$ cat src/rtl/rp_pkg.sv
package rp_pkg;
  localparam int RP_AW    = 4;
  localparam int NUM_CTR  = 3;
  localparam int NUM_SPEC = 4;

  localparam logic [RP_AW-1:0] A_EVT   = 4'd0;
  localparam logic [RP_AW-1:0] A_MASK  = 4'd1;
  localparam logic [RP_AW-1:0] A_CTR0  = 4'd2;
  localparam logic [RP_AW-1:0] A_STAT  = 4'd5;
  localparam logic [RP_AW-1:0] A_CTRL  = 4'd6;
  localparam logic [RP_AW-1:0] A_SPEC0 = 4'd7;

  typedef enum logic [2:0] {
    S_IDLE,
    S_RD_LEAD,
    S_RD_HOLD,
    S_WR_LEAD,
    S_WR_WAIT
  } seq_st_e;

  function automatic logic [RP_AW-1:0] ctr_addr(input int k);
    return RP_AW'(int'(A_CTR0) + k);
  endfunction

  function automatic logic [RP_AW-1:0] spec_addr(input int k);
    return RP_AW'(int'(A_SPEC0) + k);
  endfunction
endpackage

$ cat src/rtl/rp_sat_ctr.sv
module rp_sat_ctr #(
  parameter int W = 8
) (
  input  logic         clk,
  input  logic         rst,
  input  logic         inc_i,
  input  logic         clr_i,
  output logic [W-1:0] q_o
);
  logic [W-1:0] nxt;

  // clear first, then add, so a coincident increment survives
  always_comb begin
    nxt = clr_i ? '0 : q_o;
    if (inc_i && nxt != '1) nxt = nxt + 1'b1;
  end

  always_ff @(posedge clk) begin
    if (rst) q_o <= '0;
    else     q_o <= nxt;
  end
endmodule

$ cat src/rtl/rp_seq.sv
module rp_seq
  import rp_pkg::*;
#(
  parameter int AW = RP_AW
) (
  input  logic          clk,
  input  logic          rst,
  input  logic          sel_i,
  input  logic          rd_wr_i,
  input  logic [AW-1:0] addr_i,
  output logic [AW-1:0] addr_q,
  output logic          rd_stb,
  output logic          wr_stb,
  output logic          drive_o
);
  seq_st_e st;
  logic    low_seen;

  always_ff @(posedge clk) begin
    if (rst) begin
      st       <= S_IDLE;
      addr_q   <= '0;
      low_seen <= 1'b0;
    end else begin
      case (st)
        S_IDLE: if (sel_i) begin
          addr_q <= addr_i;
          st     <= rd_wr_i ? S_RD_LEAD : S_WR_LEAD;
        end
        S_RD_LEAD: begin
          st       <= S_RD_HOLD;
          low_seen <= !sel_i;
        end
        S_RD_HOLD: begin
          if (sel_i)         low_seen <= 1'b0;
          else if (low_seen) st <= S_IDLE;
          else               low_seen <= 1'b1;
        end
        S_WR_LEAD: st <= sel_i ? S_WR_WAIT : S_IDLE;
        S_WR_WAIT: if (!sel_i) st <= S_IDLE;
        default:   st <= S_IDLE;
      endcase
    end
  end

  assign rd_stb  = (st == S_RD_LEAD);
  assign wr_stb  = (st == S_WR_LEAD);
  assign drive_o = (st == S_RD_LEAD) || (st == S_RD_HOLD);
endmodule

$ cat src/rtl/rp_regbank.sv
module rp_regbank
  import rp_pkg::*;
#(
  parameter int DW  = 8,
  parameter int EVW = 7
) (
  input  logic                         clk,
  input  logic                         rst,
  input  logic [RP_AW-1:0]             addr_i,
  input  logic                         rd_stb,
  input  logic                         wr_stb,
  input  logic [DW-1:0]                wdata_i,
  input  logic                         lock_i,
  input  logic [EVW-1:0]               evt_i,
  input  logic [DW-1:0]                stat_i,
  input  logic [NUM_CTR-1:0][DW-1:0]   ctr_i,
  output logic [NUM_CTR-1:0]           ctr_clr_o,
  output logic [DW-1:0]                rdata_o,
  output logic                         irq_o
);
  localparam int ERR_BIT = DW - 1;

  logic [DW-1:0]               evt_q, mask_q, ctrl_q, rd_val, evt_set;
  logic [NUM_SPEC-1:0][DW-1:0] spec_q;
  logic                        spec_hit, wr_ok, wr_bad, evt_clr;

  always_comb begin
    spec_hit = 1'b0;
    for (int k = 0; k < NUM_SPEC; k++)
      if (addr_i == spec_addr(k)) spec_hit = 1'b1;
  end

  assign wr_ok   = wr_stb && ((addr_i == A_MASK) || (addr_i == A_CTRL) ||
                              (spec_hit && !lock_i));
  assign wr_bad  = wr_stb && !wr_ok;
  assign evt_clr = rd_stb && (addr_i == A_EVT);

  always_comb begin
    evt_set              = '0;
    evt_set[EVW-1:0]     = evt_i;
    evt_set[ERR_BIT]     = wr_bad;
  end

  for (genvar g = 0; g < NUM_CTR; g++) begin : g_clr
    assign ctr_clr_o[g] = rd_stb && (addr_i == ctr_addr(g));
  end

  always_comb begin
    rd_val = '0;
    if (addr_i == A_EVT)  rd_val = evt_q;
    if (addr_i == A_MASK) rd_val = mask_q;
    if (addr_i == A_STAT) rd_val = stat_i;
    if (addr_i == A_CTRL) rd_val = ctrl_q;
    for (int k = 0; k < NUM_CTR; k++)
      if (addr_i == ctr_addr(k)) rd_val = ctr_i[k];
    for (int k = 0; k < NUM_SPEC; k++)
      if (addr_i == spec_addr(k)) rd_val = spec_q[k];
  end

  always_ff @(posedge clk) begin
    if (rst) begin
      evt_q   <= '0;
      mask_q  <= '0;
      ctrl_q  <= '0;
      spec_q  <= '0;
      rdata_o <= '0;
    end else begin
      evt_q <= (evt_clr ? '0 : evt_q) | evt_set;
      if (rd_stb) rdata_o <= rd_val;
      if (wr_ok) begin
        if (addr_i == A_MASK) mask_q <= wdata_i;
        if (addr_i == A_CTRL) ctrl_q <= wdata_i;
        for (int k = 0; k < NUM_SPEC; k++)
          if (addr_i == spec_addr(k)) spec_q[k] <= wdata_i;
      end
    end
  end

  assign irq_o = |(evt_q & mask_q);
endmodule

$ cat src/rtl/cpu_reg_port.sv
module cpu_reg_port
  import rp_pkg::*;
#(
  parameter int DW  = 8,
  parameter int EVW = 7
) (
  input  logic               clk,
  input  logic               rst,
  input  logic               sel_i,
  input  logic               rd_wr_i,
  input  logic [RP_AW-1:0]   addr_i,
  input  logic [DW-1:0]      wdata_i,
  input  logic               lock_i,
  input  logic [EVW-1:0]     evt_i,
  input  logic [NUM_CTR-1:0] cnt_inc_i,
  input  logic [DW-1:0]      stat_i,
  output logic [DW-1:0]      rdata_o,
  output logic               rd_oe_o,
  output logic               irq_o
);
  logic [RP_AW-1:0]           addr_q;
  logic                       rd_stb, wr_stb;
  logic [NUM_CTR-1:0]         ctr_clr;
  logic [NUM_CTR-1:0][DW-1:0] ctr_q;

  rp_seq #(.AW(RP_AW)) u_seq (
    .clk     (clk),
    .rst     (rst),
    .sel_i   (sel_i),
    .rd_wr_i (rd_wr_i),
    .addr_i  (addr_i),
    .addr_q  (addr_q),
    .rd_stb  (rd_stb),
    .wr_stb  (wr_stb),
    .drive_o (rd_oe_o)
  );

  for (genvar g = 0; g < NUM_CTR; g++) begin : g_ctr
    rp_sat_ctr #(.W(DW)) u_ctr (
      .clk   (clk),
      .rst   (rst),
      .inc_i (cnt_inc_i[g]),
      .clr_i (ctr_clr[g]),
      .q_o   (ctr_q[g])
    );
  end

  rp_regbank #(.DW(DW), .EVW(EVW)) u_bank (
    .clk       (clk),
    .rst       (rst),
    .addr_i    (addr_q),
    .rd_stb    (rd_stb),
    .wr_stb    (wr_stb),
    .wdata_i   (wdata_i),
    .lock_i    (lock_i),
    .evt_i     (evt_i),
    .stat_i    (stat_i),
    .ctr_i     (ctr_q),
    .ctr_clr_o (ctr_clr),
    .rdata_o   (rdata_o),
    .irq_o     (irq_o)
  );
endmodule

$ cat config.mk
export PLATFORM = sky130hd
export DESIGN_NAME = cpu_reg_port
export DESIGN_NICKNAME = d
export VERILOG_FILES = /design/src/rtl/rp_pkg.sv /design/src/rtl/rp_sat_ctr.sv /design/src/rtl/rp_seq.sv /design/src/rtl/rp_regbank.sv /design/src/rtl/cpu_reg_port.sv
export SDC_FILE = /design/constraint.sdc
export NUM_CORES = 1
export LEC_CHECK = 0
export ABC_CLOCK_PERIOD_IN_PS = 5850
export CAP_MARGIN = 25
export CELL_PAD_IN_SITES_DETAIL_PLACEMENT = 2
export CELL_PAD_IN_SITES_GLOBAL_PLACEMENT = 2
export CORE_ASPECT_RATIO = 1.4
export CORE_MARGIN = 3
export CORE_UTILIZATION = 38
export DETAILED_ROUTE_END_ITERATION = 8
export GPL_TIMING_DRIVEN = 0
export HOLD_SLACK_MARGIN = 0.15
export PLACE_DENSITY_LB_ADDON = 0.1
export REMOVE_ABC_BUFFERS = 1
export SYNTH_ARGS = -nofsm -noshare
export SYNTH_HDL_FRONTEND = slang
export SYNTH_SLANG_ARGS = --single-unit
export TNS_END_PERCENT = 10
$ cat constraint.sdc
create_clock -name clk -period 5.85 [get_ports clk]
set_clock_uncertainty 0.1 [all_clocks]
set_input_delay 0.585 -clock clk [delete_from_list [all_inputs] [get_ports clk]]
set_output_delay 0.585 -clock clk [all_outputs]
set_load 0.005 [all_outputs]
==> results.py <==
metrics = {
    "status": {
        "status": "completed",
    },
    "floorplanning": {
        "std_cell_rows": 48,
        "dieHeight_um": 140,
        "core-area_um2": 12500,
        "start_util_pct": 39.3,
        "pin_count": 45,
        "chipWidth_um": 102,
        "die_area_um2": 14300,
    },
    "finish": {
        "layoutNonFillerInstCount": 756,
        "nets": 639,
        "n_antenna_cell": 0,
        "final_area_um2": 5710,
        "fillCellCount": 1398,
        "areaGrowthSynthToFinish_pct": 16.4,
        "drive_gt1_share_pct": 6.93,
    },
    "worst_setup_path": {
        "end_kind": "register",
        "cp_max_fo": 43,
        "r2r_slack_ns": 2.66,
        "critical_path.slowest_cell": "dfxtp_2",
        "crit_top_cell": "nand3_1",
        "cp.arrival_ns": 3.36,
        "crit_path_start_kind": "register",
        "critPathRequiredTime_ns": 6.02,
        "rr_startpoint": "u_seq.addr_q[0]$_SDFFE_PP0P_",
        "path_class": "register to register",
        "cp_cell_sequence": "nor2b_1, nand3_1, and2_1, ha_1, nand3_1, o211ai_1, or3_1, a21oi_1",
        "slowest_delay_ns": 0.95,
        "worst-path-buf-inv": 0,
        "cp-startpoint": "u_seq.addr_q[0]$_SDFFE_PP0P_",
        "crit_family": "simple AND/OR/NAND/NOR gates",
    },
    "global_routing": {
        "busiest_layer": "met2",
        "globalRouteMet2Util_pct": 42.3,
        "grt_pass1_wl_um": 26600,
        "globalRouteMet1Util_pct": 30.1,
        "overflow": 0,
        "grt_max_degree": 83,
        "use_met3_pct": 3.54,
        "grt_pass1_vias": 4797,
        "antenna_found_initial": 0,
        "track_usage_pct": 24.0,
    },
    "synth": {
        "synth_edf_count": 0,
        "synth_ff_type": "dfxtp_1",
        "avgSynthCellArea_um2": 8.53,
        "synth_seq_cells": 96,
        "synth_cell_types": 64,
        "postSynthCellCount": 575,
        "yosysWarningCount": 0,
        "async_flop_share_pct": 0,
        "synth_area_um2": 4910,
        "ys_seq_area_share_pct": 39.2,
    },
    "sta": {
        "relSlewSlack_pct": 34.8,
        "fin_crit_sh_pct": 54.5,
        "setup_viol": 0,
        "final_max_slew_viol_count": 0,
        "hold_violations": 0,
        "rsz0062_at_grt": "false",
        "min_period_ns": 3.19,
        "clock.fmax_mhz": 313,
        "tightest_slew_ns": 0.978,
        "fin_tns_setup_ns": 0,
    },
    "routing": {
        "postRouteAntennaNets": 0,
        "drtIter0Drc": 211,
        "post_drt_wl_per_cell_um": 21.8,
        "vias": 4428,
        "first_pass_iters": 4,
        "route.detailed.drc": 0,
        "via_per_inst": 5.86,
        "wl_um": 16500,
    },
    "power_and_ir_drop": {
        "power.density_nw_per_um2": 262,
        "ir_drop_v": 0.000111,
        "p_leak_nw": 2.21,
    },
    "clock_network": {
        "cts.sinks": 96,
        "clock_latency_ns": 0.35,
        "root_buffer": "clkbuf_16",
        "cts_buffer_depth": 2,
        "h-tree-depth": 3,
        "postCtsHoldBufs": 0,
        "postCtsResizedCells": 0,
        "cts_setup_buffers": 0,
        "cts_tree": "built",
        "cts_made_buffers": 9,
        "path_clk_slew_ns": 0.07,
    },
    "hold_path": {
        "hp-class": "register to register",
        "hp-start": "u_bank.rdata_o[7]$_SDFFE_PP0P_",
    },
    "place": {
        "io_buffers": 44,
        "dp.cells": 740,
        "dp_hpwl_um": 11600,
        "post_dp_cell_area_um2": 5410,
        "place_congestion": 0.845,
    },
    "flow_run": {
        "maxCapViolations": 0,
    },
}
## cells in the final DEF, fill, tap and decap left out, drive strengths merged, types with 4 or more instances in the layout
cell type / n
a211oi: 9
a21oi: 34
a22oi: 18
and2: 9
and3: 5
clkbuf: 9
clkdlybuf4s50: 43
dfxtp: 96
inv: 8
mux2i: 57
nand2: 43
nand2b: 15
nand3: 22
nand4: 7
nor2: 109
nor2b: 8
nor3: 5
nor3b: 5
o211ai: 5
o21ai: 22
o21bai: 5
o22ai: 5
o2bb2ai: 4
xnor2: 6
## path summary, 6_finish.rpt
kind | cells past startpoint | end
setup / recovery | 8 | g_ctr[1].u_ctr.q_o[5]$_SDFF_PP0_
hold / removal | 2 | u_bank.rdata_o[7]$_SDFFE_PP0P_
setup reg to reg | 8 | g_ctr[1].u_ctr.q_o[5]$_SDFF_PP0_
hold reg to reg | 2 | u_bank.rdata_o[7]$_SDFFE_PP0P_
## per-layer routing
| metal | part of all wire [%] | wire [um] | vias to the layer above |
|---|---|---|---|
| li1 | - | - | 2097 |
| met2 | 52 | 8600 | 65 |
| met5 | 0 | 0 | - |
| met3 | 2.4 | 394 | 20 |
| met4 | 1.6 | 257 | 0 |
| met1 | 44 | 7240 | 2246 |
## sequential cells by signal (all words and copies together) (netlist names)
| name | cells |
|---|---|
| u_seq.low_seen | 1 |
| u_bank.spec_q | 32 |
| u_bank.ctrl_q | 8 |
| u_seq.st | 3 |
| u_bank.evt_q | 8 |
| g_ctr.u_ctr.q_o | 24 |
| u_bank.rdata_o | 8 |
| u_seq.addr_q | 4 |
| u_bank.mask_q | 8 |
## cell type report
cell class	count	area (um^2)	share of cell area, %
Timing Repair Buffer	46	478	8.37
Multi-Input combinational cell	442	2790	48.9
Inverter	6	22.5	0.394
Tap cell	150	188	3.29
Clock inverter	7	80.1	1.40
Clock buffer	9	225	3.94
Sequential cell	96	1930	33.7
## cells in the mapped netlist, types with 3 or more instances
master	number	share of area (%)
a211oi_1	9	1.4
a21boi_0	3	0.46
a21oi_1	34	3.5
a221oi_1	3	0.54
a22oi_1	18	2.8
a311oi_1	3	0.54
and2_1	9	1.1
and3_1	5	0.64
buf_2	10	1.0
buf_4	5	0.77
clkbuf_1	12	0.92
dfxtp_1	96	39
ha_1	3	0.77
inv_1	6	0.46
mux2_2	3	0.69
mux2i_1	57	12
nand2_1	42	3.2
nand2b_1	15	1.9
nand3_1	19	1.9
nand4_1	6	0.77
nor2_1	108	8.3
nor2b_1	8	1.0
nor3_1	3	0.31
nor3b_1	3	0.46
o211ai_1	5	0.77
o21ai_0	22	2.2
o21bai_1	5	0.77
o221ai_1	3	0.54
o22a_1	3	0.54
o22ai_1	5	0.64
o2bb2ai_1	4	0.71
o32ai_1	3	0.54
or3_1	3	0.38
xnor2_1	6	1.1
xor2_1	3	0.54
## worst register-to-register path, cell delays in order, from the launching register on
cell      delay [ns]
dfxtp_2         0.95
nor2b_1         0.39
nand3_1         0.28
and2_1          0.29
ha_1            0.25
nand3_1         0.12
o211ai_1        0.16
or3_1           0.38
a21oi_1         0.18
## per-stage QoR
stage	setup WS, ns	power, W	hold WS [ns]	utilization (%)
after floorplan	2.86	0.000793	0.350	-
after global placement	1.35	0.000881	0.367	43.0
after detailed placement	2.65	0.000892	0.385	43.3
after CTS	2.63	0.00151	0.393	45.7
after global routing	2.39	0.00156	0.429	45.7
final	2.66	0.00150	0.395	45.7
## cell families after synthesis
logic type	share of synthesized area [%]
adders and majority gates	0.765
DFF	39.2
muxes	12.3
buffers and inverters	3.88
and+or+nand+nor	24.4
xor gates and xnor gates	1.61
AOI/OAI and AO/OA	17.9
## report_power, final
part / switching (W) / total, W / internal, W
Sequential: 0.0000263 / 0.000694 / 0.000668
Clock: 0.000283 / 0.000621 / 0.000337
Combinational: 0.000105 / 0.000183 / 0.0000781
No activity file was read; power rests on OpenSTA's default activity.
